File: src/rtl/psla_pkg.sv
package psla_pkg;

  localparam int DEF_SLICE_W    = 4;
  localparam int DEF_NUM_SLICES = 6;
  localparam int MAX_SLICE_W    = 16;

  // Carry into bit position pos of a slice, formed as a flat sum of products
  // of generate and propagate terms (no ripple through earlier carries).
  function automatic logic lookahead_carry(
    input logic [MAX_SLICE_W-1:0] gen,
    input logic [MAX_SLICE_W-1:0] prop,
    input logic                   cin,
    input int                     pos
  );
    logic acc;
    logic term;
    acc = cin;
    for (int m = 0; m < MAX_SLICE_W; m++) begin
      if (m < pos) acc = acc & prop[m];
    end
    for (int j = 0; j < MAX_SLICE_W; j++) begin
      if (j < pos) begin
        term = gen[j];
        for (int m = 0; m < MAX_SLICE_W; m++) begin
          if (m > j && m < pos) term = term & prop[m];
        end
        acc = acc | term;
      end
    end
    return acc;
  endfunction

endpackage

File: src/rtl/cla_slice.sv
module cla_slice
  import psla_pkg::*;
#(
  parameter int W = DEF_SLICE_W
) (
  input  logic [W-1:0] a,
  input  logic [W-1:0] b,
  input  logic         cin,
  output logic [W-1:0] sum,
  output logic         cout
);

  logic [MAX_SLICE_W-1:0] gen_ext;
  logic [MAX_SLICE_W-1:0] prop_ext;
  logic [W:0]             carries;

  always_comb begin
    gen_ext          = '0;
    prop_ext         = '0;
    gen_ext[W-1:0]   = a & b;
    prop_ext[W-1:0]  = a ^ b;
  end

  for (genvar i = 0; i <= W; i++) begin : g_carry
    assign carries[i] = lookahead_carry(gen_ext, prop_ext, cin, i);
  end

  assign sum  = prop_ext[W-1:0] ^ carries[W-1:0];
  assign cout = carries[W];

endmodule

File: src/rtl/skew_line.sv
module skew_line #(
  parameter int W     = 1,
  parameter int DEPTH = 1
) (
  input  logic         clk,
  input  logic         rst_n,
  input  logic [W-1:0] d,
  output logic [W-1:0] q
);

  logic [W-1:0] stg [DEPTH];

  always_ff @(posedge clk or negedge rst_n) begin
    if (!rst_n) begin
      for (int i = 0; i < DEPTH; i++) stg[i] <= '0;
    end else begin
      stg[0] <= d;
      for (int i = 1; i < DEPTH; i++) stg[i] <= stg[i-1];
    end
  end

  assign q = stg[DEPTH-1];

endmodule

File: src/rtl/pipelined_cla_adder.sv
module pipelined_cla_adder
  import psla_pkg::*;
#(
  parameter int SLICE_W    = DEF_SLICE_W,
  parameter int NUM_SLICES = DEF_NUM_SLICES,
  localparam int DATA_W    = SLICE_W * NUM_SLICES
) (
  input  logic              clk,
  input  logic              rst_n,
  input  logic              in_valid,
  input  logic [DATA_W-1:0] in_a,
  input  logic [DATA_W-1:0] in_b,
  output logic              out_valid,
  output logic [DATA_W-1:0] out_sum
);

  // Named internal events, brought out for the bound checker.
  logic [DATA_W-1:0]     slice_a_w;
  logic [DATA_W-1:0]     slice_b_w;
  logic [DATA_W-1:0]     slice_sum_w;
  logic [NUM_SLICES-1:0] slice_cin_w;
  logic [NUM_SLICES-1:0] slice_cout_w;
  logic [NUM_SLICES-2:0] link_q;

  for (genvar k = 0; k < NUM_SLICES; k++) begin : g_stage
    localparam int LO = k * SLICE_W;
    logic [SLICE_W-1:0]   a_d;
    logic [SLICE_W-1:0]   b_d;
    logic [SLICE_W-1:0]   sum_q;

    // operand skew: slice k waits k cycles for its incoming carry
    if (k == 0) begin : g_noskew
      assign a_d = in_a[LO +: SLICE_W];
      assign b_d = in_b[LO +: SLICE_W];
      assign slice_cin_w[k] = 1'b0;
    end else begin : g_skew
      logic [2*SLICE_W-1:0] ab_d;
      skew_line #(.W(2*SLICE_W), .DEPTH(k)) u_opnd (
        .clk   (clk),
        .rst_n (rst_n),
        .d     ({in_a[LO +: SLICE_W], in_b[LO +: SLICE_W]}),
        .q     (ab_d)
      );
      assign a_d = ab_d[2*SLICE_W-1:SLICE_W];
      assign b_d = ab_d[SLICE_W-1:0];
      assign slice_cin_w[k] = link_q[k-1];
    end

    assign slice_a_w[LO +: SLICE_W] = a_d;
    assign slice_b_w[LO +: SLICE_W] = b_d;

    cla_slice #(.W(SLICE_W)) u_slice (
      .a    (a_d),
      .b    (b_d),
      .cin  (slice_cin_w[k]),
      .sum  (slice_sum_w[LO +: SLICE_W]),
      .cout (slice_cout_w[k])
    );

    always_ff @(posedge clk or negedge rst_n) begin
      if (!rst_n) sum_q <= '0;
      else        sum_q <= slice_sum_w[LO +: SLICE_W];
    end

    // carry register between slices; top carry is dropped (wrap)
    if (k < NUM_SLICES - 1) begin : g_link
      always_ff @(posedge clk or negedge rst_n) begin
        if (!rst_n) link_q[k] <= 1'b0;
        else        link_q[k] <= slice_cout_w[k];
      end
    end

    // result de-skew: lower slices wait for the top slice
    if (k == NUM_SLICES - 1) begin : g_nodeskew
      assign out_sum[LO +: SLICE_W] = sum_q;
    end else begin : g_deskew
      skew_line #(.W(SLICE_W), .DEPTH(NUM_SLICES - 1 - k)) u_res (
        .clk   (clk),
        .rst_n (rst_n),
        .d     (sum_q),
        .q     (out_sum[LO +: SLICE_W])
      );
    end
  end

  skew_line #(.W(1), .DEPTH(NUM_SLICES)) u_valid (
    .clk   (clk),
    .rst_n (rst_n),
    .d     (in_valid),
    .q     (out_valid)
  );

endmodule

File: config.mk
export PLATFORM = sky130hd
export DESIGN_NAME = pipelined_cla_adder
export DESIGN_NICKNAME = d
export VERILOG_FILES = /design/src/rtl/psla_pkg.sv /design/src/rtl/cla_slice.sv /design/src/rtl/skew_line.sv /design/src/rtl/pipelined_cla_adder.sv
export SDC_FILE = /design/constraint.sdc
export NUM_CORES = 1
export LEC_CHECK = 0
export BUFFER_PORTS_ARGS = -buffer_cell sky130_fd_sc_hd__buf_4
export CELL_PAD_IN_SITES_DETAIL_PLACEMENT = 1
export CELL_PAD_IN_SITES_GLOBAL_PLACEMENT = 1
export CORE_UTILIZATION = 30
export CTS_CLUSTER_DIAMETER = 120
export DETAILED_ROUTE_END_ITERATION = 6
export GPL_ROUTABILITY_DRIVEN = 0
export PLACE_DENSITY_LB_ADDON = 0.15
export SLEW_MARGIN = 20
export SYNTH_ARGS = -nofsm -noshare
export SYNTH_HDL_FRONTEND = slang
export SYNTH_SLANG_ARGS = --single-unit
File: constraint.sdc
create_clock -name clk -period 1.5 [get_ports clk]
set_input_delay 0 -clock clk [delete_from_list [all_inputs] [get_ports clk]]
set_output_delay 0 -clock clk [all_outputs]
set_load 0.05 [all_outputs]
==> results.md <==
- Fill cells in the final layout number slightly above 2000.
- The signal arrival time at the worst endpoint is between 1500 and 2000 ps.
- Leaving out fill and tap cells, the most frequent cell in the layout is dfrtp_1.
- The worst setup path endpoint is g_stage[0].sum_q[1]$_DFF_PN0_.
- Based on the critical path, the design can be clocked at up to ~700 MHz.
- The share of the clock period used by the worst path is between 90% and 100%.
- After detailed routing, the number of remaining DRC violations is 0.
- The worst-case reg-to-reg path depth is 5.
- Summing every instance area after synthesis gives around 6300 um^2.
- The cell repeated most along the worst path is dlygate4sd3_1.
- The signal on the critical path passes through dlygate4sd3_1 -> buf_4 -> ha_1 -> fa_1 -> dlygate4sd3_1.
- The area of the die is 21700 um^2.
- The number of antenna diodes in the final layout is 0.
- The proportion of layout cells with a drive suffix above 1 is 26.1%.
- The clock tree from TritonCTS is built.
- For this run, the slowest stage of the critical path takes 560 ps.
- Buffers placed on the I/O ports in this run total 75.
- The max capacitance violation total is 0.
- The detailed placement HPWL is 5.32 mm.
- The total power divided by cell area is 1620 nW/um^2.
- Summed over all nets, the switching power comes to between 0.003 and 0.004 W.
- Across the routed clock network, the largest skew measured is around 4.7 ps.
- Across all register-to-register paths, the minimum setup slack is 70 ps.
- During synthesis, Yosys emitted a total of 0 warnings.
- The switching share of power is 22.5%.
- The master of the slowest instance on the critical path is dlygate4sd3_1.
- Wires add up to ~8.8 mm.
- Clock latency on the worst-skew pair, taken at its later pin, is between 400 and 500 ps.
- Internal power comes to about 0.011 W.
- The final max-slew violation count is 0.
- The floorplan die height is 147 um.
- STA classifies the critical path endpoint as a flop.
- The maximum fanout along the worst path is 2.
- The average vias per placed instance is around 3.8.
- The reg-to-reg endpoint is link_q[1]$_DFF_PN0_.
- In this run the cell area measured after placement is ~7000 um^2.
- In this run the remaining antenna-violating nets after routing total 0.
- Setup repair after global routing could not meet its margin everywhere.
- The leftover overflow at the end of global routing is 0.
- The effective utilization at floorplan is a little under a third.
- On the critical path the largest part of the delay comes from buffers and inverters.
- The area used by multi-input combinational logic is around 840 um^2.
- The top cell types in the final layout, fill and taps aside, are dfrtp_1 (215), buf_4 (84), dlygate4sd3_1 (53).
- After clock tree synthesis, the clock-pin slew on the worst setup and hold paths is about 60 ps.
- The kind of critical path is input pin to flop.
- The clock network is responsible for 42.6% of the overall power.
- The startpoint identified for the worst register-to-register timing path is g_stage[1].g_skew.u_opnd.q[4]$_DFF_PN0_.
- The flow ran to the end, and the final reports show no timing, DRC or antenna violations.
- The post-route standard cell area excluding fillers is 8600 um^2.
- The first-pass GRT wire length is 14.9 mm.
- Headroom to the max-slew limit came out at 74.3%.
- The area added between synthesis and finish is 35.8%.
- The number of failing setup endpoints in the final timing report is 0.
- In this run the number of H-tree levels came out at 1.
- For this run, the total global-route usage over all layers was measured as 8.66%.
- The final route contains about 2900 vias.
- At the pin with the least slew margin, the transition time is a little under 400 ps.
- The flop and latch count out of synthesis is about 220.
- The number of antenna violations at the first check in global routing is 0.
- After floorplanning, the core was sized to cover 20400 um^2.
- The count of pins on the block boundary is 76.
- The critical path contains buffers and inverters numbering 3 combined.
- The most critical setup path has its startpoint at in_b[0].
- The worst path required time is 1870 ps.
- After synthesis, flip-flops and latches occupy 85.0% of the total area.
- Once layout is complete, the cells apart from fillers number ~750.
- The longest clock path from root to sink contains 3 buffers.
- The area of all sequential standard cells is about 5400 um^2.
- The die width is between 100 and 150 um.
- The number of rows created at floorplan is 52.
- The final-report hold violation count is 0.
- A synthesized cell averages roughly 20 um^2.
- The combinational cell fraction of total power is slightly below 10%.
- The buffer type at the clock tree root is clkbuf_16.
- For this design the static power due to leakage is between 3 and 4 nW.
- The starting DRC count in detailed routing is 73.
- The kind of launch point of the worst setup path is an input pin.
- The number of global-route vias before repair was 3209.
- The final net count is ~550.
- The number of cells produced by synthesis is between 300 and 400.
- The total number of cells along the worst setup path is 5.
- The post-synthesis net count is around 400.
- The number of different library cells used by synthesis comes to 14.
- The largest voltage drop on the vdd net is between 0.0006 and 0.0007 V.
- In this run the worst hold path is classified as input pin to asynchronous set/reset pin.
- The pin count of the biggest net entering global routing is 50.
- The clock drives roughly 220 sinks.
- The number of clock buffers inserted by TritonCTS is 23.
- For this run, the detailed router's first-pass iteration total came to 4.
- The proportion of power drawn by flip-flops and latches is 47.5%.
- The number of instances in the placed design is 653.
- The detailed-route wire length per cell is between 10 and 15 um.
- The clock period could shrink to about 1500 ps.
-- how the worst min path moves through the flow --
stage,startpoint,end,cells after the start
finish,rst_n,g_stage[2].g_skew.u_opnd.q[3]$_DFF_PN0_,2
global route,rst_n,g_stage[2].g_skew.u_opnd.q[6]$_DFF_PN0_,2
CTS,rst_n,g_stage[1].g_deskew.u_res.stg[10]$_DFF_PN0_,2
detailed placement,rst_n,g_stage[2].g_skew.u_opnd.q[3]$_DFF_PN0_,1
global placement,rst_n,g_stage[2].g_skew.u_opnd.stg[15]$_DFF_PN0_,1
floorplan,rst_n,g_stage[0].g_deskew.u_res.q[0]$_DFF_PN0_,0
-- registers in the layout, summed over array words and instances (netlist names) --
name,flops
link_q,5
g_stage.g_skew.u_opnd.stg,80
g_stage.sum_q,24
g_stage.g_deskew.u_res.q,20
u_valid.q,1
g_stage.g_deskew.u_res.stg,40
u_valid.stg,5
g_stage.g_skew.u_opnd.q,40
-- layer usage --
layer,up-vias,part of all wire (%),wire length (um),global-route usage [%]
met5,-,0,0,0
met4,0,3.2,283,4.38
met3,24,5.3,463,2.14
met2,62,53,4670,15.6
met1,1486,38,3340,9.40
li1,1305,-,-,-
-- metrics by stage --
step	total power [W]	hold slack [ps]	util, %	setup WS [ps]	setup TNS, ps
CTS	0.0142	13.0	41.8	3.89	0
detailed placement	0.00801	-60.6	35.3	23.2	0
global placement	0.00796	-71.0	35.3	37.2	0
finish	0.0139	6.75	42.1	31.2	0
floorplan	0.00753	-296	-	83.1	0
global route	0.0145	40.3	42.1	-33.0	-65.3
-- kinds of logic (layout without fill, tap and decap cells) --
kind of cell / Yosys count / count (layout) / synth area share (%)
xor+xnor: 18 / 18 / 2.49
fa+ha+maj: 35 / 35 / 7.63
flops: 215 / 215 / 85.0
compound gates: 21 / 21 / 2.25
buf+inv: 16 / 181 / 1.90
simple gates: 12 / 12 / 0.751
-- power groups by stage --
stage / combinational, W / sequential, W / clock [W]
floorplan: 0.000690 / 0.00684 / 0
global placement: 0.00126 / 0.00671 / 0
detailed placement: 0.00127 / 0.00674 / 0
CTS: 0.00139 / 0.00663 / 0.00615
global route: 0.00148 / 0.00668 / 0.00638
finish: 0.00138 / 0.00661 / 0.00592
-- worst reg2reg max path, delay by kind of cell (launching register included) --
kind                     cells  cell delay [ps]
adder cells (fa/ha/maj)      2              490
flip-flops                   1              380
AND/OR/NAND/NOR              1              100
AO/OA/AOI/OAI                2              350
-- layout make-up --
class	instances	share of cell area, %
Clock buffer	31	7.39
Clock inverter	9	2.01
Multi-Input combinational cell	86	9.75
Sequential cell	215	62.6
Tap cell	270	3.93
Timing Repair Buffer	141	14.4
-- timing repair --
item	CTS	global route
gates resized for setup	0	3
endpoints found under the hold margin	261	0
hold buffers	53	0
setup buffers	0	6
setup endpoints to repair	0	9
-- Yosys cell counts, drive strengths merged --
cell type	count	share of area, %
a21o	4	0.47
a21oi	5	0.40
buf	16	1.9
dfrtp	215	85
fa	6	1.9
ha	29	5.7
nand2	5	0.30
nand2b	1	0.099
nor2	6	0.36
o211ai	5	0.59
o21a	6	0.71
o21ai	1	0.079
xnor2	8	1.1
xor2	10	1.4
Note: power is estimated with default switching activity, not from simulation.
